**config.mk**
```make
export PLATFORM = sky130hd
export DESIGN_NAME = dma_desc_engine
export DESIGN_NICKNAME = d
export VERILOG_FILES = /design/src/rtl/dma_desc_pkg.sv /design/src/rtl/dma_addr_step.sv /design/src/rtl/dma_req_latch.sv /design/src/rtl/dma_done_flag.sv /design/src/rtl/dma_desc_engine.sv
export SDC_FILE = /design/constraint.sdc
export NUM_CORES = 1
export LEC_CHECK = 0
export BUFFER_PORTS_ARGS = -buffer_cell sky130_fd_sc_hd__buf_2
export CAP_MARGIN = 10
export CORE_ASPECT_RATIO = 0.5
export CORE_MARGIN = 2
export CORE_UTILIZATION = 60
export CTS_BUF_LIST = sky130_fd_sc_hd__clkbuf_8
export DETAILED_ROUTE_END_ITERATION = 8
export PLACE_DENSITY = 0.78
export SLEW_MARGIN = 40
export SYNTH_ARGS = -nofsm -noshare
export SYNTH_HDL_FRONTEND = slang
export SYNTH_HIERARCHICAL = 1
export SYNTH_SLANG_ARGS = --single-unit
```
**constraint.sdc**
```tcl
create_clock -name clk -period 4.39 [get_ports clk]
set_clock_uncertainty 0.1 [all_clocks]
set_input_delay 0.2195 -clock clk [delete_from_list [all_inputs] [get_ports clk]]
set_output_delay 0.2195 -clock clk [all_outputs]
set_load 0.1 [all_outputs]
```
**src/rtl/dma_desc_pkg.sv**
```systemverilog
package dma_desc_pkg;

  typedef enum logic [3:0] {
    ST_IDLE,
    ST_REQ,
    ST_F0,
    ST_F1,
    ST_F2,
    ST_F3,
    ST_RD,
    ST_CAP,
    ST_WR,
    ST_STEP,
    ST_WB_SRC,
    ST_WB_DST,
    ST_WB_CTL
  } dma_state_e;

  typedef enum logic [1:0] {
    AM_HOLD = 2'b00,
    AM_INC  = 2'b01,
    AM_DEC  = 2'b10,
    AM_RSVD = 2'b11
  } addr_mode_e;

  function automatic logic mode_moves(input logic [1:0] m);
    return (m == AM_INC) || (m == AM_DEC);
  endfunction

endpackage

```
**src/rtl/dma_addr_step.sv**
```systemverilog
module dma_addr_step #(
  parameter int AW = 32
) (
  input  logic [AW-1:0] addr_i,
  input  logic [1:0]    mode_i,
  output logic [AW-1:0] addr_o
);
  import dma_desc_pkg::*;

  always_comb begin
    unique case (mode_i)
      AM_INC:  addr_o = addr_i + AW'(1);
      AM_DEC:  addr_o = addr_i - AW'(1);
      default: addr_o = addr_i;
    endcase
  end
endmodule

```
**src/rtl/dma_req_latch.sv**
```systemverilog
module dma_req_latch (
  input  logic clk,
  input  logic rst,
  input  logic enable_i,
  input  logic req_i,
  input  logic consume_i,
  input  logic drop_i,
  output logic pend_o
);
  logic pend_q;

  always_ff @(posedge clk) begin
    if (rst || !enable_i) pend_q <= 1'b0;
    else if (consume_i)   pend_q <= req_i;
    else if (drop_i)      pend_q <= 1'b0;
    else                  pend_q <= pend_q | req_i;
  end

  assign pend_o = pend_q;


  pend_cleared_when_off_chk: assert property (@(posedge clk) disable iff (rst)
    !enable_i |=> !pend_o);
endmodule

```
**src/rtl/dma_done_flag.sv**
```systemverilog
module dma_done_flag (
  input  logic clk,
  input  logic rst,
  input  logic set_i,
  input  logic clr_i,
  input  logic irq_en_i,
  output logic done_o,
  output logic irq_o
);
  logic done_q;

  always_ff @(posedge clk) begin
    if (rst)        done_q <= 1'b0;
    else if (set_i) done_q <= 1'b1;
    else if (clr_i) done_q <= 1'b0;
  end

  assign done_o = done_q;
  assign irq_o  = done_q & irq_en_i;


  done_sticky_chk: assert property (@(posedge clk) disable iff (rst)
    (done_o && !clr_i) |=> done_o);
endmodule

```
**src/rtl/dma_desc_engine.sv**
```systemverilog
module dma_desc_engine #(
  parameter int          AW        = 32,
  parameter int          DW        = 32,
  parameter int          CNT_W     = 16,
  parameter int          BLK_W     = 8,
  parameter logic [31:0] DESC_BASE = 32'h0000_0000
) (
  input  logic          clk,
  input  logic          rst,
  input  logic          ch_enable,
  input  logic          irq_enable,
  input  logic          done_clr,
  input  logic          xfer_req,
  output logic          bus_req,
  input  logic          bus_gnt,
  output logic [AW-1:0] mem_addr,
  output logic          mem_re,
  output logic          mem_we,
  output logic [DW-1:0] mem_wdata,
  input  logic [DW-1:0] mem_rdata,
  output logic          xfer_ack,
  output logic          xfer_end,
  output logic          done,
  output logic          irq
);
  import dma_desc_pkg::*;

  localparam int BLK_LSB = CNT_W;
  localparam int SM_LSB  = CNT_W + BLK_W;
  localparam int DM_LSB  = SM_LSB + 2;
  localparam logic [AW-1:0] A_SRC = AW'(DESC_BASE);
  localparam logic [AW-1:0] A_DST = AW'(DESC_BASE) + AW'(4);
  localparam logic [AW-1:0] A_CTL = AW'(DESC_BASE) + AW'(8);

  dma_state_e       state_q;
  logic [AW-1:0]    src_q, dst_q, src_nx, dst_nx;
  logic [DW-1:0]    ctl_q, data_q;
  logic [CNT_W-1:0] cnt_q;
  logic [BLK_W-1:0] items_q, blk_eff;
  logic [BLK_W:0]   items_inc;
  logic [1:0]       smode, dmode;
  logic             pend;

  assign smode     = ctl_q[SM_LSB +: 2];
  assign dmode     = ctl_q[DM_LSB +: 2];
  assign blk_eff   = (ctl_q[BLK_LSB +: BLK_W] == '0) ? BLK_W'(1) : ctl_q[BLK_LSB +: BLK_W];
  assign items_inc = {1'b0, items_q} + 1'b1;

  function automatic dma_state_e wb_first(input logic [1:0] sm, input logic [1:0] dm);
    if (mode_moves(sm))      return ST_WB_SRC;
    else if (mode_moves(dm)) return ST_WB_DST;
    else                     return ST_WB_CTL;
  endfunction

  dma_addr_step #(.AW(AW)) i_src_step (.addr_i(src_q), .mode_i(smode), .addr_o(src_nx));
  dma_addr_step #(.AW(AW)) i_dst_step (.addr_i(dst_q), .mode_i(dmode), .addr_o(dst_nx));

  dma_req_latch i_req (
    .clk(clk), .rst(rst), .enable_i(ch_enable), .req_i(xfer_req),
    .consume_i(state_q == ST_F0),
    .drop_i((state_q == ST_WB_CTL) && (cnt_q == '0)),
    .pend_o(pend)
  );

  dma_done_flag i_done (
    .clk(clk), .rst(rst),
    .set_i((state_q == ST_WB_CTL) && (cnt_q == '0)),
    .clr_i(done_clr), .irq_en_i(irq_enable),
    .done_o(done), .irq_o(irq)
  );

  always_ff @(posedge clk) begin
    if (rst) begin
      state_q <= ST_IDLE;
      src_q   <= '0;
      dst_q   <= '0;
      ctl_q   <= '0;
      cnt_q   <= '0;
      items_q <= '0;
      data_q  <= '0;
    end else begin
      unique case (state_q)
        ST_IDLE: if (ch_enable && pend) state_q <= ST_REQ;
        ST_REQ:  if (bus_gnt) state_q <= ST_F0;
        ST_F0:   state_q <= ST_F1;
        ST_F1: begin
          src_q   <= AW'(mem_rdata);
          state_q <= ST_F2;
        end
        ST_F2: begin
          dst_q   <= AW'(mem_rdata);
          state_q <= ST_F3;
        end
        ST_F3: begin
          ctl_q   <= mem_rdata;
          cnt_q   <= mem_rdata[CNT_W-1:0];
          items_q <= '0;
          state_q <= (mem_rdata[CNT_W-1:0] != '0) ? ST_RD
                     : wb_first(mem_rdata[SM_LSB +: 2], mem_rdata[DM_LSB +: 2]);
        end
        ST_RD:  state_q <= ST_CAP;
        ST_CAP: begin
          data_q  <= mem_rdata;
          state_q <= ST_WR;
        end
        ST_WR:  state_q <= ST_STEP;
        ST_STEP: begin
          src_q   <= src_nx;
          dst_q   <= dst_nx;
          cnt_q   <= cnt_q - CNT_W'(1);
          items_q <= items_inc[BLK_W-1:0];
          if ((cnt_q == CNT_W'(1)) || (items_inc == {1'b0, blk_eff}))
            state_q <= wb_first(smode, dmode);
          else
            state_q <= ST_RD;
        end
        ST_WB_SRC: state_q <= mode_moves(dmode) ? ST_WB_DST : ST_WB_CTL;
        ST_WB_DST: state_q <= ST_WB_CTL;
        ST_WB_CTL: state_q <= ST_IDLE;
        default:   state_q <= ST_IDLE;
      endcase
    end
  end

  assign bus_req  = (state_q != ST_IDLE);
  assign mem_re   = (state_q == ST_F0) || (state_q == ST_F1) ||
                    (state_q == ST_F2) || (state_q == ST_RD);
  assign mem_we   = (state_q == ST_WR) || (state_q == ST_WB_SRC) ||
                    (state_q == ST_WB_DST) || (state_q == ST_WB_CTL);
  assign xfer_ack = (state_q == ST_WR);
  assign xfer_end = (state_q == ST_WR) && (cnt_q == CNT_W'(1));

  always_comb begin
    mem_addr  = '0;
    mem_wdata = '0;
    unique case (state_q)
      ST_F0, ST_WB_SRC: mem_addr = A_SRC;
      ST_F1, ST_WB_DST: mem_addr = A_DST;
      ST_F2, ST_WB_CTL: mem_addr = A_CTL;
      ST_RD:            mem_addr = src_q;
      ST_WR:            mem_addr = dst_q;
      default:          mem_addr = '0;
    endcase
    unique case (state_q)
      ST_WR:     mem_wdata = data_q;
      ST_WB_SRC: mem_wdata = DW'(src_q);
      ST_WB_DST: mem_wdata = DW'(dst_q);
      ST_WB_CTL: mem_wdata = {ctl_q[DW-1:CNT_W], cnt_q};
      default:   mem_wdata = '0;
    endcase
  end


  req_needs_enable_chk: assert property (@(posedge clk) disable iff (rst)
    $rose(bus_req) |-> $past(ch_enable));

  access_after_grant_chk: assert property (@(posedge clk) disable iff (rst)
    (mem_re || mem_we) |-> bus_gnt);

  item_bound_chk: assert property (@(posedge clk) disable iff (rst)
    (state_q == ST_STEP) |-> ((items_q < blk_eff) && (cnt_q != '0)));

  done_on_release_chk: assert property (@(posedge clk) disable iff (rst)
    $rose(done) |-> $fell(bus_req));
endmodule

```
# Word-level counts from Yosys, hierarchy flattened
# Index checks and enable logic that the tools add are counted.
dict set report word_totals {
  register_bits 158
  inputBits 39
}
dict set report op_classes {
  n_addsub 6
  eq_ne 26
  n_mux 22
  n_bitwise 2
  reduce_logical 30
}
# op count
set ops {}
lappend ops {{32-bit one-hot mux with 2 select lines} 4}
lappend ops {{32-bit one-hot mux with 4 select lines} 2}
lappend ops {{32-bit by 1-bit adder with 32-bit output, second input constant} 2}
lappend ops {{32-bit by 1-bit subtractor with 32-bit output, second input constant} 2}
lappend ops {{4-bit one-hot mux with 12 select lines} 1}
lappend ops {{16-bit one-hot mux with 2 select lines} 1}
lappend ops {{4-bit equality test, second input constant} 5}
lappend ops {{16-bit by 1-bit equality test with 1-bit output, second input constant} 1}
lappend ops {{4-bit by 3-bit equality test with 1-bit output, second input constant} 4}
lappend ops {{16-bit logical NOT} 1}
lappend ops {{4-bit 2-to-1 mux} 4}
lappend ops {{8-bit one-hot mux with 2 select lines} 1}
lappend ops {{16-bit nonzero test} 1}
lappend ops {{16-bit by 1-bit subtractor with 16-bit output, second input constant} 1}
lappend ops {{1-bit logical OR} 12}
lappend ops {{3-bit 2-to-1 mux} 4}
lappend ops {{8-bit by 1-bit adder with 9-bit output, second input constant} 1}
lappend ops {{9-bit by 8-bit equality test with 1-bit output} 1}
lappend ops {{2-bit by 1-bit equality test with 1-bit output, second input constant} 4}
lappend ops {{2-bit equality test, second input constant} 4}
lappend ops {{4-bit by 2-bit equality test with 1-bit output, second input constant} 2}
lappend ops {{8-bit logical NOT} 1}
lappend ops {{8-bit 2-to-1 mux} 1}
lappend ops {{2-bit nonzero test} 4}
lappend ops {{other kinds (12)} 22}

# Depth between registers and ports, before layout
dict set report logic_depth {
  depth_word 6
  ltp_mapped 21
  depth_no_buf 14
}

# By module
# Netlist, hierarchy kept.
# mod n_inst cells_per_inst area_each_um2 seq_area_each_um2
set by_module_without_submodules {}
lappend by_module_without_submodules {dma_desc_engine 1 875 7179.4 2802.7}
lappend by_module_without_submodules {dma_addr_step 2 419 2671.3 0.0}
lappend by_module_without_submodules {dma_req_latch 1 5 47.5 20.0}
lappend by_module_without_submodules {dma_done_flag 1 5 45.0 20.0}

# Worst setup path before layout
# No wires, ideal clock.
dict set report synth_timing {
  path_kind {register -> output}
  start {register cnt_q[6]}
  end {output xfer_end}
  arrival_ps 3995
  required_time_ps 4070
  setup_slack_ps 76
  path_stages_with_launch 6
  path_buffers 1
  cell_sequence {dfxtp_1 buf_2 or4_1 nor2_1 nand4_1 nor4_1}
}
dict set report synth_via {
  elab_chain_len 2
}
# item line
set synth_lines {}
lappend synth_lines {{from (decl)} dma_desc_engine.sv:38} ;# logic [CNT_W-1:0] cnt_q;
lappend synth_lines {{from (signal assigned)} dma_desc_engine.sv:96} ;# cnt_q <= mem_rdata[CNT_W-1:0];
lappend synth_lines {{from (signal assigned)} dma_desc_engine.sv:110} ;# cnt_q <= cnt_q - CNT_W'(1);
lappend synth_lines {{16-bit by 1-bit equality test with 1-bit output} dma_desc_engine.sv:131} ;# assign xfer_end = (state_q == ST_WR) && (cnt_q == CNT_W'(1));
lappend synth_lines {{1-bit logical AND} dma_desc_engine.sv:131}
lappend synth_lines {{to (decl)} dma_desc_engine.sv:22} ;# output logic xfer_end,
# No other way between the ends.

# Worst setup path in the final report
dict set report layout_timing {
  start {register ctl_q[25]}
  end {register src_q[27]}
}
dict set report layout_via {
  elab_chain_len 3
  word_cells_on_any_way 6
}
# item line
set layout_lines {}
lappend layout_lines {{from (decl)} dma_desc_engine.sv:37} ;# logic [DW-1:0] ctl_q, data_q;
lappend layout_lines {{from (signal assigned)} dma_desc_engine.sv:95} ;# ctl_q <= mem_rdata;
lappend layout_lines {{2-bit equality test / 2-bit by 1-bit equality test with 1-bit output (equally long branches)} dma_addr_step.sv:11} ;# unique case (mode_i)
lappend layout_lines {{32-bit one-hot mux with 2 select lines *} dma_addr_step.sv:11}
lappend layout_lines {{via src_nx[27]} dma_desc_engine.sv:36} ;# logic [AW-1:0] src_q, dst_q, src_nx, dst_nx;
lappend layout_lines {{32-bit one-hot mux with 2 select lines *} dma_desc_engine.sv:82} ;# unique case (state_q)
lappend layout_lines {{to (signal assigned)} dma_desc_engine.sv:87} ;# src_q <= AW'(mem_rdata);
lappend layout_lines {{to (signal assigned)} dma_desc_engine.sv:108} ;# src_q <= src_nx;
lappend layout_lines {{to (decl)} dma_desc_engine.sv:36}
# Mark *: on every way through the listed nets, which the timed path passes. The rest lies on a longest branch.
# A chain may end at the register's enable or synchronous reset.

==> results.toml <==
[detailed_routing]
met2_length_um = 19700
drt-vias-per-instance = 7.26
wl_per_cell_um = 23.3
antenna_left = 0
wl_met3_um = 7030
vias = 14700
drc_errors = 0
top_layer = "met4"
wl_met1_um = 19000
drtPass1Iterations = 8
drt-total-wl_um = 47000
drtIter0Drc = 2307

[floorplanning]
core_um2 = 20600
start_util = 0.612
rows = 37
die_x_um = 209
dieArea_um2 = 22300
die-height_um = 107
pin_count = 110

[synthesis]
synthDistinctLibCells = 95
synth_top_area_share = 0.225
synth_top_area_cell = "dfxtp_1"
synthFlopType = "dfxtp_1"
syn_avg_cell_area_um2 = 7.32
synth-async-reset-ratio = 0
synthTopCellsByCount = "nand2_1, nor2_1, dfxtp_1, a21oi_1, clkbuf_1"
ys_seq_elements = 142
synth-seq-area-share = 0.225
synth_edf_count = 0
yosysMostFrequentCell = "nand2_1"
syn_area_um2 = 12600
synth_area_leaders = "dfxtp_1, nand2_1, a21oi_1, nor2_1, a22o_1"
syn_nets = 1771
syn_inst = 1723
yosys_warnings = 6

[layout]
areaGrowthSynthToFinish_pct = 8.87
final_util = 0.667
drive_gt1_frac = 0.132
num_antenna_cells = 0
fill_cells = 1793
nets = 1781

[cts]
clk_pin_slew_ps = 90
tritoncts = "done"
ctsHtreeMaxLevel = 4
root_buffer = "clkbuf_8"
cts_setup_buffers = 0
cts_buffers = 17
insertion_delay_ps = 480
cts_buffer_depth = 2
cts.sinks = 142

[timing]
fin_crit_ps = 3800
tightest_slew_ps = 848
hold_viol_final = 0
maxSlewViolCount = 0
fin_crit_sh = 0.866
clock.fmax_mhz = 263
final.setup.tns_ps = 0
rsz0062_at_grt = "no"
slew_headroom = 0.434
setup_viol = 0

[setup_path]
worstPathRequired_ps = 4630
end_kind = "flop"
cpPeakStageDelay_ps = 610
worstPathMaxFanout = 38
crit_slowest_cell = "ha_2"
cp_num_buf_inv = 2
critPathArrivalTime_ps = 4050
worstPathCellList = "ha_2 > buf_4 > buf_4 > and4b_1 > a22oi_1 > nor3_1 > a311oi_1 > o311ai_2 > xor2_1 > a222oi_1 > nor2_1"
critPathLaunchType = "flop"
crit_family = "compound AO/OA/AOI/OAI gates"
critPathKind = "flop to flop"
critPathMostFrequentCell = "buf_4"

[global_route]
antenna_found_initial = 1
grt_pass1_wl_um = 71800
overflow = 0
grt_max_degree = 70
grt.total_usage = 0.409
grt_pass1_vias = 13000

[power]
p_per_area_nw_per_um2 = 192
power_mw = 2.64
p_leak_nw = 5.06
vdd_ir_drop_max_uv = 192

[placement]
gp_routability_congestion = 1.05
dp_hpwl_um = 32900
port_buffers = 109

[min_path]
hp-class = "primary input to flop"

[flow_run]
cap_violations = 0

[status]
status = "finished, final reports clean"
## metal layers
metal / track usage / vias to the layer above
met5: 0 / -
met4: 0.141 / 0
met3: 0.105 / 127
met2: 0.606 / 1065
met1: 0.573 / 6944
li1: - / 6518
## cells in the final DEF (no fill, tap or decap), types with 22 or more instances in the layout
| master | n |
|---|---|
| xnor2_1 | 48 |
| nand3_1 | 38 |
| a221o_1 | 32 |
| xor2_1 | 34 |
| buf_2 | 108 |
| nor3_1 | 60 |
| nor2b_1 | 23 |
| nand2_1 | 190 |
| and3_1 | 25 |
| buf_4 | 28 |
| or3_1 | 22 |
| nor2_1 | 145 |
| a21oi_1 | 137 |
| a222oi_1 | 50 |
| o21ai_0 | 88 |
| inv_1 | 30 |
| dlygate4sd3_1 | 35 |
| dfxtp_1 | 142 |
| a22o_1 | 62 |
## timing repair
action                    in CTS  in global routing
gates resized for setup        0                  0
hold buffers                  35                  0
hold endpoints to repair      60                  0
## power breakdown
| group | switching, mW | leakage (nW) | internal, mW |
|---|---|---|---|
| clock | 0.598 | 0.202 | 0.570 |
| combinational | 0.111 | 3.72 | 0.0530 |
| sequential | 0.0143 | 1.14 | 1.29 |
| total | 0.723 | 5.06 | 1.91 |
## worst min-delay path: cells and delay by family
family                 cells  cell delay, ps
AND/OR/NAND/NOR            1             130
AO/OA/AOI/OAI              3             240
buffers and inverters      1              90
## final cells by class
type                       count  area, um^2  share of cell area
sequential                   142        2840               0.207
inverter                      36         135             0.00984
clock buffer                  17         234              0.0170
clock inverter                14         184              0.0134
multi-input combinational   1364        8870               0.646
timing repair buffer         172        1120              0.0816
tap                          273         342              0.0249
## cells by family after synthesis
| kind of cell | after synthesis | synth area share |
|---|---|---|
| AOI/OAI and AO/OA | 606 | 0.356 |
| xor gates and xnor gates | 82 | 0.0569 |
| and+or+nand+nor | 655 | 0.265 |
| DFF | 142 | 0.225 |
| muxes | 12 | 0.00992 |
| adders and majority gates | 9 | 0.00893 |
| buffers and inverters | 217 | 0.0771 |
## per-stage QoR
stage                     area (um^2)  instances  hold slack (ps)  worst slack [ps]
after floorplan                 12600       1723              182              75.9
after global placement          12900       1952              342               889
after detailed placement        13000       1952              347               779
after CTS                       13700       2018              145               689
after global routing            13700       2018              178               306
final                           13700       2018              171               587
## sequential cells by signal, summed over array words and instances (netlist names)
| register | count |
|---|---|
| ctl_q | 16 |
| data_q | 32 |
| src_q | 32 |
| items_q | 8 |
| cnt_q | 16 |
| dst_q | 32 |
| i_req/pend_o | 1 |
| state_q | 4 |
| i_done/done_o | 1 |
## worst paths after layout
| path | slack [ps] | endpoint | cells after the start | from |
|---|---|---|---|---|
| setup reg to reg | 590 | src_q[27]$_SDFFE_PP0P_ | 11 | ctl_q[25]$_SDFFE_PP0P_ |
| hold / removal | 170 | state_q[0]$_SDFFE_PP0P_ | 5 | bus_gnt |
| hold reg to reg | 360 | data_q[10]$_SDFFE_PP0P_ | 2 | data_q[10]$_SDFFE_PP0P_ |
| setup / recovery | 590 | src_q[27]$_SDFFE_PP0P_ | 11 | ctl_q[25]$_SDFFE_PP0P_ |
(Power assumes the default switching activity.)
